--- src/rtl/dbs_pkg.sv ---
package dbs_pkg;

    typedef enum logic [2:0] {
        ST_IDLE,
        ST_ACT,
        ST_OPEN,
        ST_COL,
        ST_PRE
    } seq_state_e;

    typedef enum logic [2:0] {
        CMD_NOP = 3'd0,
        CMD_ACT = 3'd1,
        CMD_RD  = 3'd2,
        CMD_WR  = 3'd3,
        CMD_PRE = 3'd4
    } bank_cmd_e;

    function automatic int max_i(input int a, input int b);
        return (a > b) ? a : b;
    endfunction

endpackage

--- src/rtl/dbs_phase_timer.sv ---
// Down-counter shared by all phases; busy while a phase still has cycles left.
module dbs_phase_timer #(
    parameter int CNT_W = 3
) (
    input  logic             clk,
    input  logic             rst,
    input  logic             load,
    input  logic [CNT_W-1:0] load_val,
    output logic             busy
);
    logic [CNT_W-1:0] cnt_q;

    always_ff @(posedge clk) begin
        if (rst)
            cnt_q <= '0;
        else if (load)
            cnt_q <= load_val;
        else if (cnt_q != '0)
            cnt_q <= cnt_q - 1'b1;
    end

    assign busy = (cnt_q != '0);
endmodule

--- src/rtl/dbs_row_tracker.sv ---
// Remembers which row, if any, is latched in the bank.
module dbs_row_tracker #(
    parameter int ROW_W = 12
) (
    input  logic             clk,
    input  logic             rst,
    input  logic             set,
    input  logic             clr,
    input  logic [ROW_W-1:0] set_row,
    input  logic [ROW_W-1:0] probe_row,
    output logic             hit
);
    logic             valid_q;
    logic [ROW_W-1:0] row_q;

    always_ff @(posedge clk) begin
        if (rst) begin
            valid_q <= 1'b0;
            row_q   <= '0;
        end else if (set) begin
            valid_q <= 1'b1;
            row_q   <= set_row;
        end else if (clr) begin
            valid_q <= 1'b0;
        end
    end

    assign hit = valid_q && (row_q == probe_row);
endmodule

--- src/rtl/dbs_rd_capture.sv ---
// Latches bank read data at the close of a read column phase.
module dbs_rd_capture #(
    parameter int DQ_W = 8
) (
    input  logic            clk,
    input  logic            rst,
    input  logic            fire,
    input  logic [DQ_W-1:0] bank_data,
    output logic            strobe,
    output logic [DQ_W-1:0] data
);
    always_ff @(posedge clk) begin
        if (rst) begin
            strobe <= 1'b0;
            data   <= '0;
        end else begin
            strobe <= fire;
            if (fire)
                data <= bank_data;
        end
    end
endmodule

--- src/rtl/dram_bank_seq.sv ---
module dram_bank_seq
    import dbs_pkg::*;
#(
    parameter int ROW_W = 12,
    parameter int COL_W = 8,
    parameter int DQ_W  = 8,
    parameter int T_RCD = 4,
    parameter int T_CL  = 4,
    parameter int T_RP  = 4,
    localparam int ADDR_W = ROW_W + COL_W,
    localparam int BUS_W  = max_i(ROW_W, COL_W)
) (
    input  logic              clk,
    input  logic              rst,
    input  logic              req_valid,
    output logic              req_ready,
    input  logic              req_we,
    input  logic [ADDR_W-1:0] req_addr,
    input  logic [DQ_W-1:0]   req_wdata,
    output logic              rd_valid,
    output logic [DQ_W-1:0]   rd_data,
    output logic [2:0]        dram_cmd,
    output logic [BUS_W-1:0]  dram_addr,
    output logic [DQ_W-1:0]   dram_wdata,
    input  logic [DQ_W-1:0]   dram_rdata
);
    localparam int MAX_T = max_i(max_i(T_RCD, T_CL), T_RP);
    localparam int CNT_W = $clog2(MAX_T + 1);
    localparam logic [CNT_W-1:0] LD_RCD = CNT_W'(T_RCD - 1);
    localparam logic [CNT_W-1:0] LD_CL  = CNT_W'(T_CL - 1);
    localparam logic [CNT_W-1:0] LD_RP  = CNT_W'(T_RP - 1);

    typedef struct packed {
        logic             we;
        logic [ROW_W-1:0] row;
        logic [COL_W-1:0] col;
        logic [DQ_W-1:0]  wdata;
    } access_t;

    seq_state_e       state_q, nxt_state;
    bank_cmd_e        cmd_q, nxt_cmd;
    logic [BUS_W-1:0] addr_q, nxt_addr;
    logic [DQ_W-1:0]  wdata_q, nxt_wdata;
    access_t          in_req, pend_q;
    logic             accept;
    logic             tmr_load, tmr_busy;
    logic [CNT_W-1:0] tmr_val;
    logic             row_set, row_clr, row_hit;
    logic [ROW_W-1:0] row_set_val;
    logic             rd_fire;

    assign in_req.we    = req_we;
    assign in_req.row   = req_addr[ADDR_W-1:COL_W];
    assign in_req.col   = req_addr[COL_W-1:0];
    assign in_req.wdata = req_wdata;

    assign req_ready = (state_q == ST_IDLE) || (state_q == ST_OPEN);
    assign accept    = req_valid && req_ready;

    dbs_phase_timer #(.CNT_W(CNT_W)) timer_i (
        .clk      (clk),
        .rst      (rst),
        .load     (tmr_load),
        .load_val (tmr_val),
        .busy     (tmr_busy)
    );

    dbs_row_tracker #(.ROW_W(ROW_W)) rows_i (
        .clk       (clk),
        .rst       (rst),
        .set       (row_set),
        .clr       (row_clr),
        .set_row   (row_set_val),
        .probe_row (in_req.row),
        .hit       (row_hit)
    );

    dbs_rd_capture #(.DQ_W(DQ_W)) rdcap_i (
        .clk       (clk),
        .rst       (rst),
        .fire      (rd_fire),
        .bank_data (dram_rdata),
        .strobe    (rd_valid),
        .data      (rd_data)
    );

    always_comb begin
        nxt_state   = state_q;
        nxt_cmd     = CMD_NOP;
        nxt_addr    = addr_q;
        nxt_wdata   = wdata_q;
        tmr_load    = 1'b0;
        tmr_val     = '0;
        row_set     = 1'b0;
        row_clr     = 1'b0;
        row_set_val = pend_q.row;
        rd_fire     = 1'b0;
        unique case (state_q)
            ST_IDLE: if (req_valid) begin
                nxt_state   = ST_ACT;
                nxt_cmd     = CMD_ACT;
                nxt_addr    = BUS_W'(in_req.row);
                tmr_load    = 1'b1;
                tmr_val     = LD_RCD;
                row_set     = 1'b1;
                row_set_val = in_req.row;
            end
            ST_OPEN: if (req_valid) begin
                if (row_hit) begin
                    nxt_state = ST_COL;
                    nxt_cmd   = in_req.we ? CMD_WR : CMD_RD;
                    nxt_addr  = BUS_W'(in_req.col);
                    nxt_wdata = in_req.wdata;
                    tmr_load  = 1'b1;
                    tmr_val   = LD_CL;
                end else begin
                    nxt_state = ST_PRE;
                    nxt_cmd   = CMD_PRE;
                    nxt_addr  = '0;
                    tmr_load  = 1'b1;
                    tmr_val   = LD_RP;
                    row_clr   = 1'b1;
                end
            end
            ST_PRE: if (!tmr_busy) begin
                nxt_state = ST_ACT;
                nxt_cmd   = CMD_ACT;
                nxt_addr  = BUS_W'(pend_q.row);
                tmr_load  = 1'b1;
                tmr_val   = LD_RCD;
                row_set   = 1'b1;
            end
            ST_ACT: if (!tmr_busy) begin
                nxt_state = ST_COL;
                nxt_cmd   = pend_q.we ? CMD_WR : CMD_RD;
                nxt_addr  = BUS_W'(pend_q.col);
                nxt_wdata = pend_q.wdata;
                tmr_load  = 1'b1;
                tmr_val   = LD_CL;
            end
            ST_COL: if (!tmr_busy) begin
                nxt_state = ST_OPEN;
                rd_fire   = !pend_q.we;
            end
            default: nxt_state = ST_IDLE;
        endcase
    end

    always_ff @(posedge clk) begin
        if (rst) begin
            state_q <= ST_IDLE;
            cmd_q   <= CMD_NOP;
            addr_q  <= '0;
            wdata_q <= '0;
            pend_q  <= '0;
        end else begin
            state_q <= nxt_state;
            cmd_q   <= nxt_cmd;
            addr_q  <= nxt_addr;
            wdata_q <= nxt_wdata;
            if (accept)
                pend_q <= in_req;
        end
    end

    assign dram_cmd   = cmd_q;
    assign dram_addr  = addr_q;
    assign dram_wdata = wdata_q;
endmodule

--- config.mk ---
export PLATFORM = sky130hd
export DESIGN_NAME = dram_bank_seq
export DESIGN_NICKNAME = d
export VERILOG_FILES = /design/src/rtl/dbs_pkg.sv /design/src/rtl/dbs_phase_timer.sv /design/src/rtl/dbs_row_tracker.sv /design/src/rtl/dbs_rd_capture.sv /design/src/rtl/dram_bank_seq.sv
export SDC_FILE = /design/constraint.sdc
export NUM_CORES = 1
export LEC_CHECK = 0
export BUFFER_PORTS_ARGS = -buffer_cell sky130_fd_sc_hd__buf_2
export CORE_MARGIN = 10
export CORE_UTILIZATION = 32
export CTS_BUF_LIST = sky130_fd_sc_hd__clkbuf_4 sky130_fd_sc_hd__clkbuf_8 sky130_fd_sc_hd__clkbuf_16
export DETAILED_ROUTE_END_ITERATION = 12
export GPL_TIMING_DRIVEN = 1
export PLACE_DENSITY = 0.5
export SLEW_MARGIN = 20
export SYNTH_ARGS = -nofsm -noshare
export SYNTH_HDL_FRONTEND = slang
export SYNTH_SLANG_ARGS = --single-unit
--- constraint.sdc ---
create_clock -name clk -period 2.15 [get_ports clk]
set_clock_uncertainty 0.15 [all_clocks]
set_input_delay 0.215 -clock clk [delete_from_list [all_inputs] [get_ports clk]]
set_output_delay 0.215 -clock clk [all_outputs]
set_load 0.05 [all_outputs]
==> results_dict.tcl <==
set metrics [dict create \
    run_status "complete, no violations" \
    numCtsBuffers 9 \
    finalHoldViolations 0 \
    rsz0062_at_grt "false" \
    wl_per_cell_um 16.23 \
    report.final.slew_viol_count 0 \
    net_count_of_the_mapped_netlist 496 \
    postRouteAntennaNets 0 \
    layout_worst_path_cycle_share 0.9150 \
    yosys_register_bits 80 \
    maxCapViolCount 0 \
    port_buffers 72 \
    die_h_um 130.0 \
    critical_path_cell_with_the_highest_stage_delay "sky130_fd_sc_hd__dfxtp_1" \
    synth_compound_area_frac 0.1931 \
    worst-setup-path-type "reg2reg" \
    post-synth-top-area-cell "sky130_fd_sc_hd__dfxtp_1" \
    detail_route.first_pass.iterations 4 \
    grt_first_pass_wirelength_um 18690 \
    synth_warnings 0 \
    tritoncts "yes" \
    muxShareOfSynthArea 0.07859 \
    place.detailed.hpwl_um 8048 \
    most-common-layout-cells "79 x sky130_fd_sc_hd__dfxtp_1, 72 x sky130_fd_sc_hd__buf_2, 70 x sky130_fd_sc_hd__nand2_1" \
    vdd_ir_drop_max_uv 344.3 \
    tritoncts_num_sinks 80 \
    gp_congestion 0.7997 \
    power.density_cell_area_nw_per_um2 986.3 \
    cts.reportedPaths.clkPinSlew_ps 60 \
    grt.total_usage 0.1384 \
    critPathMaxStageDelay_ps 480 \
    final_layout_size_suffix_gt1_frac 0.2572 \
    most_area_consuming_cells_after_synthesis "sky130_fd_sc_hd__dfxtp_1 41%, sky130_fd_sc_hd__mux2i_1 7.0%, sky130_fd_sc_hd__nand2_1 6.8%" \
    synth.yosys.seq_area_share 0.4140 \
    insertedDiodeCount 0 \
    row_count 40 \
    drt-initial-drc-count 200 \
    p_leak_nw 2.114 \
    fmax_mhz 508.3 \
    met3_wirelength_um 465 \
    cp-start-kind "flop" \
    timing.final.ws_setup_ps 182.8 \
    ioPinCount 73 \
    floorplan.initialDensity 0.3248 \
    final.fill_count 1225 \
    drc 0 \
    synth_adder_area_share 0.006468 \
    arrival_time_at_the_worst_endpoint_ps 2030 \
    global_route.overflow_total 0 \
    routed_wirelength_um 11410 \
    root_buffer "sky130_fd_sc_hd__clkbuf_16" \
    critical_path.cell_chain "and4bb_1, nand3_1, nor4_4, buf_12, o21ai_0, nor3b_2" \
    synthDistinctLibCells 45 \
    synthCells 454 \
    vias 3507 \
    main_combinational_cell_family_by_area_after_synthesis "simple AND/OR/NAND/NOR gates" \
    area_growth_pct 29.95 \
    cell_class_contributing_the_biggest_share_of_worst_path_delay "simple AND/OR/NAND/NOR gates" \
    yosys.area_share.xor_xnor 0.02943 \
    clk_path_buf_depth 2 \
    cts_setup_buffers 0 \
    layout_min_cycle_time_ps 1967 \
    max_slew_margin_vs_limit 0.6319 \
    crit_buf_inv 1 \
    timing.critical_path.to_type "flop" \
    hp_class "in2reg" \
    m1WireLength_um 5393 \
    h-tree-depth 3 \
    worst_pin_slew_ps 552.1 \
    yosysTopAreaCellShare 0.4140 \
    setup_viol 0 \
    final_nets 595 \
    top_signal_layer_used "met4" \
    pin_count_of_the_biggest_net_entering_global_routing 32 \
    clk_latency_ps 330 \
    antenna_found_initial 0 \
    met2_wirelength_um 5357 \
    fin_tns_setup_ps 0 \
    post_synth_instance_area_um2 3869 \
    critical_path_peak_fanout 19 \
    vias_per_std_cell 4.989 \
    pre_cts_slack_ps 72.82 \
    synth_simple_gate_area_frac 0.2342 \
    via_count_of_the_first_global_routing_pass 3533 \
    commonest_non_fill_non_tap_cell_in_the_layout "sky130_fd_sc_hd__dfxtp_1" \
    die_area_um2 16890 \
    syn_area_per_cell_um2 8.521 \
    die_w_um 130.0 \
    floorplan.core_area_um2 11910 \
    cp_data_required_time_ps 2210 \
]
## cell families after synthesis
| family | count (synthesis) |
|---|---|
| xor+xnor | 13 |
| compound gates | 120 |
| fa+ha+maj | 2 |
| buf+inv | 37 |
| flops | 80 |
| simple gates | 172 |
| mux | 30 |
## per-stage QoR
step | total power, mW | cell area, µm² | hold WS (ps) | util | cells
floorplan | 2.999 | 3871 | 201.0 | - | 454
global placement | 3.444 | 4463 | 291.6 | 0.3747 | 663
detailed placement | 3.458 | 4463 | 297.8 | 0.3747 | 663
CTS | 4.992 | 5004 | 0.06806 | 0.4201 | 703
global route | 5.250 | 5027 | 5.555 | 0.4221 | 703
finish | 4.958 | 5027 | 2.389 | 0.4221 | 703
## final timing paths
check / start / endpoint / slack (ps) / cells after the start
hold / removal: req_addr[19] / pend_q[27]$_SDFFE_PP0P_ / 2 / 3
hold reg to reg: pend_q[2]$_SDFFE_PP0P_ / pend_q[2]$_SDFFE_PP0P_ / 300 / 2
setup reg to reg: state_q[1]$_SDFFE_PP0P_ / dram_wdata[5]$_SDFFE_PP0P_ / 180 / 6
setup / recovery: state_q[1]$_SDFFE_PP0P_ / dram_wdata[5]$_SDFFE_PP0P_ / 180 / 6
## per-layer routing
| metal | up-vias | global-route usage |
|---|---|---|
| li1 | 1790 | - |
| met1 | 1640 | 0.1875 |
| met2 | 64 | 0.2160 |
| met3 | 13 | 0.02069 |
| met4 | 0 | 0.05556 |
| met5 | - | 0 |
## synthesized netlist by cell type, drive strengths merged
cell type and number:
nand2b 4, and3 1, mux2 3, o21a 9
clkbuf 15, o21ai 35, ha 2, nor3b 10
a22oi 8, a21o 1, nand3 6, a211oi 12
a21oi 42, nor3 22, nor2 33, inv 3
and4bb 1, a31oi 1, mux2i 27, a32oi 2
buf 19, nand2 70, o221a 8, a2bb2oi 1
or3 2, xnor2 13, nor2b 16, and2b 1
nor4 3, nand4 2, dfxtp 80, o21bai 1
and2 1
## area by class of cell
type                            instances  area (µm²)  share of cell area
Tap cell                              147       183.9             0.03659
Clock inverter                          4       47.55            0.009457
Multi-Input combinational cell        337        2123              0.4224
Sequential cell                        80        1603              0.3188
Inverter                                3       11.26            0.002240
Clock buffer                           10       232.7             0.04629
Timing Repair Buffer                  122       825.8              0.1643
## tightest hold or removal path, delay by kind of cell
| family | cells | cell delay [ps] |
|---|---|---|
| AO/OA/AOI/OAI | 1 | 50 |
| AND/OR/NAND/NOR | 1 | 50 |
| buffers and inverters | 1 | 120 |
## sequential cells by signal, indices dropped and copies added (netlist names)
signal / cells
dram_addr: 12
dram_cmd: 3
dram_wdata: 8
pend_q: 29
rdcap_i.data: 8
rdcap_i.strobe: 1
rows_i.row_q: 12
rows_i.valid_q: 1
state_q: 3
timer_i.cnt_q: 3
## where the power goes
part           switching [mW]  internal, mW
Clock                   0.585         0.895
Combinational            1.04         0.643
Sequential              0.119          1.67
Total                    1.75          3.21
## repair_timing
action,in CTS,in global routing
setup endpoints to repair,0,18
hold endpoints to repair,26,0
gates resized for setup,0,7
hold buffers,26,0
(Power assumes the default switching activity.)
